**config.mk**
```make
export PLATFORM = sky130hd
export DESIGN_NAME = cfg_regbank
export DESIGN_NICKNAME = d
export VERILOG_FILES = /design/src/rtl/cfg_regbank_pkg.sv /design/src/rtl/cfg_ctrl_reg.sv /design/src/rtl/cfg_offset_reg.sv /design/src/rtl/cfg_win_decode.sv /design/src/rtl/cfg_regbank.sv
export SDC_FILE = /design/constraint.sdc
export NUM_CORES = 1
export LEC_CHECK = 0
export BUFFER_PORTS_ARGS = -buffer_cell sky130_fd_sc_hd__buf_2
export CAP_MARGIN = 15
export CORE_MARGIN = 1.5
export CORE_UTILIZATION = 40
export DETAILED_ROUTE_END_ITERATION = 8
export GPL_TIMING_DRIVEN = 0
export PLACE_DENSITY = 0.82
export REMOVE_ABC_BUFFERS = 1
export SYNTH_ARGS = -nofsm -noshare
export SYNTH_HDL_FRONTEND = slang
export SYNTH_HIERARCHICAL = 1
export SYNTH_SLANG_ARGS = --single-unit
export TNS_END_PERCENT = 5
```
**constraint.sdc**
```tcl
create_clock -name clk -period 6.2 [get_ports clk]
set_input_delay 0 -clock clk [delete_from_list [all_inputs] [get_ports clk]]
set_output_delay 0 -clock clk [all_outputs]
set_load 0.03 [all_outputs]
```
**src/rtl/cfg_regbank_pkg.sv**
```systemverilog
package cfg_regbank_pkg;

   // word slot = byte offset >> 1
   typedef enum logic [2:0] {
      SLOT_CTRL = 3'd2,
      SLOT_OFFS = 3'd3,
      SLOT_SERH = 3'd5,
      SLOT_SERL = 3'd6,
      SLOT_VERS = 3'd7
   } slot_e;

   localparam int unsigned CTRL_EN_BIT   = 15;
   localparam int unsigned CTRL_INH_BIT  = 1;
   localparam int unsigned CTRL_HOLD_BIT = 0;

   typedef struct packed {
      logic win_en;
      logic fail_inh;
      logic hold;
   } ctrl_t;

endpackage

```
**src/rtl/cfg_ctrl_reg.sv**
```systemverilog
module cfg_ctrl_reg
   import cfg_regbank_pkg::*;
#(
   parameter int unsigned DATA_W = 16
) (
   input  logic              clk,
   input  logic              rst_n,
   input  logic              wr_en,
   input  logic [DATA_W-1:0] wdata,
   output ctrl_t             ctrl_q,
   output logic              soft_rst
);

   generate
      if (DATA_W <= CTRL_EN_BIT) begin : g_bad_width
         $error("cfg_ctrl_reg: DATA_W too small for enable bit");
      end
   endgenerate

   always_ff @(posedge clk or negedge rst_n) begin
      if (!rst_n) begin
         ctrl_q   <= '0;
         soft_rst <= 1'b0;
      end else begin
         if (wr_en) begin
            ctrl_q.win_en   <= wdata[CTRL_EN_BIT];
            ctrl_q.fail_inh <= wdata[CTRL_INH_BIT];
            ctrl_q.hold     <= wdata[CTRL_HOLD_BIT];
         end
         soft_rst <= ctrl_q.hold;
      end
   end

endmodule

```
**src/rtl/cfg_offset_reg.sv**
```systemverilog
module cfg_offset_reg #(
   parameter int unsigned DATA_W   = 16,
   parameter int unsigned DROP_LSB = 5
) (
   input  logic              clk,
   input  logic              rst_n,
   input  logic              wr_en,
   input  logic [DATA_W-1:0] wdata,
   output logic [DATA_W-1:0] off_val
);

   generate
      if (DROP_LSB >= DATA_W) begin : g_bad_drop
         $error("cfg_offset_reg: DROP_LSB must be below DATA_W");
      end

      if (DROP_LSB == 0) begin : g_full
         logic [DATA_W-1:0] q;
         always_ff @(posedge clk or negedge rst_n) begin
            if (!rst_n)     q <= '0;
            else if (wr_en) q <= wdata;
         end
         assign off_val = q;
      end else begin : g_trim
         localparam int unsigned KEEP_W = DATA_W - DROP_LSB;
         logic [KEEP_W-1:0] q;
         always_ff @(posedge clk or negedge rst_n) begin
            if (!rst_n)     q <= '0;
            else if (wr_en) q <= wdata[DATA_W-1:DROP_LSB];
         end
         assign off_val = {q, {DROP_LSB{1'b0}}};
      end
   endgenerate

endmodule

```
**src/rtl/cfg_win_decode.sv**
```systemverilog
module cfg_win_decode #(
   parameter int unsigned OFF_W     = 16,
   parameter int unsigned BASE_W    = 32,
   parameter int unsigned NARROW_W  = 24,
   parameter int unsigned NARROW_SH = 8,
   parameter int unsigned WIDE_SH   = 16,
   parameter int unsigned WIN_LOG2  = 13
) (
   input  logic              win_en,
   input  logic              mode_wide,
   input  logic [OFF_W-1:0]  off_val,
   input  logic [BASE_W-1:0] addr,
   output logic [BASE_W-1:0] base,
   output logic              hit
);

   localparam int unsigned   CMP_W    = BASE_W + 1;
   localparam logic [CMP_W-1:0] WIN_SIZE = CMP_W'(1) << WIN_LOG2;

   generate
      if (WIN_LOG2 >= BASE_W) begin : g_bad_win
         $error("cfg_win_decode: window larger than address space");
      end
      if (NARROW_W > BASE_W || OFF_W + WIDE_SH > BASE_W) begin : g_bad_space
         $error("cfg_win_decode: address widths inconsistent");
      end
   endgenerate

   logic [BASE_W-1:0] base_narrow, base_wide, addr_eff, diff;
   logic [BASE_W-1:0] narrow_mask;

   assign narrow_mask = (BASE_W'(1) << NARROW_W) - BASE_W'(1);
   assign base_narrow = BASE_W'(off_val) << NARROW_SH;
   assign base_wide   = BASE_W'(off_val) << WIDE_SH;

   always_comb begin
      base     = mode_wide ? base_wide : base_narrow;
      addr_eff = mode_wide ? addr : (addr & narrow_mask);
      diff     = addr_eff - base;
      hit      = win_en && (addr_eff >= base) && ({1'b0, diff} < WIN_SIZE);
   end

endmodule

```
**src/rtl/cfg_regbank.sv**
```systemverilog
module cfg_regbank
   import cfg_regbank_pkg::*;
#(
   parameter int unsigned ADDR_W   = 8,
   parameter int unsigned BASE_W   = 32,
   parameter int unsigned WIN_LOG2 = 13,
   parameter int unsigned OFF_DROP = 5,
   parameter int unsigned HW_MAJOR = 1,
   parameter int unsigned HW_MINOR = 0
) (
   input  logic              clk,
   input  logic              rst_n,
   input  logic              bus_wr,
   input  logic [ADDR_W-1:0] bus_addr,
   input  logic [15:0]       bus_wdata,
   output logic [15:0]       bus_rdata,
   input  logic              mode_a32,
   input  logic [BASE_W-1:0] mem_addr,
   output logic [BASE_W-1:0] win_base,
   output logic              win_hit,
   output logic              mem_en,
   output logic              fail_inhibit,
   output logic              soft_rst
);

   localparam int unsigned DATA_W   = 16;
   localparam logic [DATA_W-1:0] FILL = '1;
   localparam logic [DATA_W-1:0] VERS_WORD =
      {8'hFF, 4'(HW_MAJOR), 4'(HW_MINOR)};

   generate
      if (ADDR_W < 5) begin : g_bad_addr
         $error("cfg_regbank: ADDR_W must be at least 5");
      end
      if (HW_MAJOR > 15 || HW_MINOR > 15) begin : g_bad_rev
         $error("cfg_regbank: revision fields are 4 bits");
      end
   endgenerate

   // address decode
   logic        in_page;
   slot_e       slot;
   logic        wr_ctrl, wr_offs;

   assign in_page = (bus_addr[ADDR_W-1:4] == '0);
   assign slot    = slot_e'(bus_addr[3:1]);
   assign wr_ctrl = bus_wr && in_page && (slot == SLOT_CTRL);
   assign wr_offs = bus_wr && in_page && (slot == SLOT_OFFS);

   ctrl_t             ctrl_q;
   logic [DATA_W-1:0] off_val;

   cfg_ctrl_reg #(.DATA_W(DATA_W)) u_ctrl (
      .clk      (clk),
      .rst_n    (rst_n),
      .wr_en    (wr_ctrl),
      .wdata    (bus_wdata),
      .ctrl_q   (ctrl_q),
      .soft_rst (soft_rst)
   );

   cfg_offset_reg #(.DATA_W(DATA_W), .DROP_LSB(OFF_DROP)) u_offs (
      .clk     (clk),
      .rst_n   (rst_n),
      .wr_en   (wr_offs),
      .wdata   (bus_wdata),
      .off_val (off_val)
   );

   cfg_win_decode #(
      .OFF_W    (DATA_W),
      .BASE_W   (BASE_W),
      .WIN_LOG2 (WIN_LOG2)
   ) u_win (
      .win_en    (ctrl_q.win_en),
      .mode_wide (mode_a32),
      .off_val   (off_val),
      .addr      (mem_addr),
      .base      (win_base),
      .hit       (win_hit)
   );

   assign mem_en       = ctrl_q.win_en;
   assign fail_inhibit = ctrl_q.fail_inh;

   // read mux
   always_comb begin
      bus_rdata = FILL;
      if (in_page) begin
         unique case (slot)
            SLOT_OFFS: bus_rdata = off_val;
            SLOT_VERS: bus_rdata = VERS_WORD;
            default:   bus_rdata = FILL;
         endcase
      end
   end

endmodule

```
==> metrics.txt <==
compound-cell area share of the yosys netlist 0.1834; via count 2505; cell count after placement 452; number of nets still failing antenna checks after routing 0; number of hold violations in the final report 0; normalized max-slew margin 0.3961; dominant register cell in the synthesized netlist dfrtp_1; dominant cell type by count on the critical path mux2i_1; count of pins on the block boundary 112; Leak 1.622 nW; Final Util 0.5230; Num CTS Buffers 3; highest ir drop seen on vdd 0.1603 mV; number of max-capacitance violations reported 0; setup clock skew after layout 0.01013 ps; Post-synth EDFFs 0; detailed placer's ending HPWL 5.607 mm; series of cell instances along the critical path mux2i_1, ha_1, a21oi_2, o21a_1, a21oi_1, a311o_1, mux2i_1, o311ai_0, nor4_1, and4_1, buf_2; weighted congestion reported at the end of routability-driven placement 0.8822; Comb pwr share 0.561; Synth top area share 0.1528; data required time at the worst endpoint 6200 ps; xor/xnor share of the synthesized area 0.02853; instance area at placement 2910 sq um; proportion of power drawn by the clock network 0.177; initial antenna violation count 0; wire length of the first global-routing pass 10.58 mm; synthesized area per cell 8.326 sq um; kind of cell adding the most delay to the critical path compound AO/OA/AOI/OAI gates; worst reg-to-reg path cell count 1; drt first pass iters 4; worst slack on hold paths 200.6 ps; capture point of the worst reg-to-reg path u_offs/g_trim.q[2]$_DFFE_PN0P_; Period minus WS final 3257 ps; drt via density 5.330; root buffer selected by CTS clkbuf_8; startpoint class of the critical path flop; Met3 Routed Length 392 um; Area contributors post-synth dfrtp_1, ha_1, mux2_4, mux2i_1, inv_1; Power Total 437.2 uW; setup total negative slack 0 ps; Met1 Routed Length 2.981 mm; via count of the first global-routing pass 2348; smallest setup slack after layout 2943 ps; multiplexer share of the synthesized area 0.1350; most frequent cell after synthesis inv_1; number of remaining DRC errors 0; die extent in y 81.36 um; final layout net count 480; post-route insts no fill 470; CP max FO 5; total of buffers placed on input and output ports 94; detailed-routed wire length on met2 3.395 mm; Bufs and invs on worst path 1; source of the worst register-to-register timing path u_offs/g_trim.q[2]$_DFFE_PN0P_; number of antenna cells inserted 0; ranking of synthesized cells by instance count inv_1, ha_1, nand2_1, a21oi_1, dfrtp_1; Detailed Route Iter0 Violations 173; CTS Sinks 15; Initial Utilization 0.4148; Crit. End Element primary output; number of distinct library cells after synthesis 61; simple-gate area share of the yosys netlist 0.2690; Pint 253.1 uW; data arrival time at the worst-slack endpoint 3260 ps; cell area after layout 3097 sq um; clock slew at the register clock pins of the worst setup and hold paths 60 ps; overall routed net length 6.905 mm; highest layer used for signal routing met4; routed length per instance 14.69 um; pre-CTS setup slack 3093 ps; critical path class reg -> out; Pwr per Cell Area 141.2 nW/um^2; transition time at the pin with the least slew margin 893.7 ps; launch point of the critical path u_offs/g_trim.q[1]$_DFFE_PN0P_; site row count 28; layout overhead on the synthesized area 26.08%; longest individual stage delay on the worst path 430 ps; clock insertion delay at the later pin of the skew report 240 ps; clock tree from TritonCTS built; cell area after synthesis 2456 sq um; sequential cell fraction of total power 0.262; library cell with the largest summed area after synthesis dfrtp_1; placeable core area 5921 sq um; Clock Tree Buf Depth 2; Post-Synth Adder-Cell Area 0.1223; highest achievable clock rate 307.0 MHz; outcome finished, final reports clean; share of synthesized area occupied by flip-flops and latches 0.1528; gate count after technology mapping 295; Final setup violation count 0; horizontal extent of the die 81.36 um; post-synthesis sequential element count 15; type of the tightest min-delay check in -> async; total global-route track usage 0.2020; die area 6619 sq um; yosys warns 6; FFs w/ async S/R, synth 1.000; switching share of total power 0.4212; cell with the biggest individual delay on the critical path dfrtp_1; switching power of the nets 184.2 uW; setup repair after global routing missed its margin false; overall overflow remaining after global route 0; maximum number of pins on one net before global-route repair 33; reg-to-reg slack, setup 5370 ps; post-route clock period utilization 0.5254; final count of pins violating max slew 0; dominant combinational cell family by area after synthesis simple AND/OR/NAND/NOR gates; H-tree levels 1; fraction of layout cells with a size suffix above 1 0.3316
-- area by class of cell --
type	count	area, sq um
Clock buffer	3	41.29
Clock inverter	1	5.005
Fill cell	566	2824
Inverter	29	108.9
Multi-Input combinational cell	239	1862
Sequential cell	15	375.4
Tap cell	75	93.84
Timing Repair Buffer	108	610.6
-- state kept, by name (all words and copies together), names as in the netlist --
name,flops
u_ctrl/ctrl_q,3
u_ctrl/soft_rst,1
u_offs/g_trim.q,11
-- timing repair --
| action | 4_1_cts | 5_1_grt |
|---|---|---|
| buffers inserted | 0 | 0 |
| hold buffers | 14 | 0 |
| resized for setup | 0 | 0 |
| hold endpoints to repair | 28 | 0 |
-- logic make-up (layout without fill, tap and decap cells) --
group / count (synthesis) / in the layout
DFF: 15 / 15
adders and majority gates: 24 / 24
muxes: 27 / 27
xor gates and xnor gates: 8 / 8
other: 2 / 13
and+or+nand+nor: 108 / 108
buffers and inverters: 52 / 141
AOI/OAI and AO/OA: 59 / 59
-- metal layers --
layer,global-route usage,vias to the layer above
li1,-,1242
met1,0.2578,1150
met2,0.3603,101
met3,0.01910,12
met4,0.05172,0
met5,0,-
-- worst max path at each step --
stage | cells past startpoint | endpoint | slack, ps
after floorplan | 10 | win_hit | 3640
after global placement | 12 | win_hit | 3100
after detailed placement | 12 | win_hit | 3090
after CTS | 11 | win_hit | 2960
after global routing | 11 | win_hit | 2780
final | 11 | win_hit | 2940
-- layout by cell type (no fill, tap or decap), drive strengths merged, types with 3 or more instances in the layout --
master       count
xor2             3
dlygate4sd3     14
o2111ai          4
nor2b            3
nand2           22
ha              24
clkbuf           3
a211oi           4
buf             94
o21ai            8
dfrtp           15
mux2i           11
a21o             6
nor2            10
nor3             5
a21oi           17
inv             29
nand2b          17
and4             3
conb            13
nand3           12
mux2            16
nand4            3
nor4b            3
and2            11
xnor2            5
nand4b           9
-- power groups by stage --
stage	Combinational (mW)	Sequential, mW	Clock, mW
after floorplan	0.167	0.116	0
after CTS	0.241	0.114	0.0803
final	0.245	0.115	0.0773
after global placement	0.228	0.116	0
after global routing	0.267	0.116	0.0841
after detailed placement	0.233	0.116	0
Power figures use the tool's default switching activity.
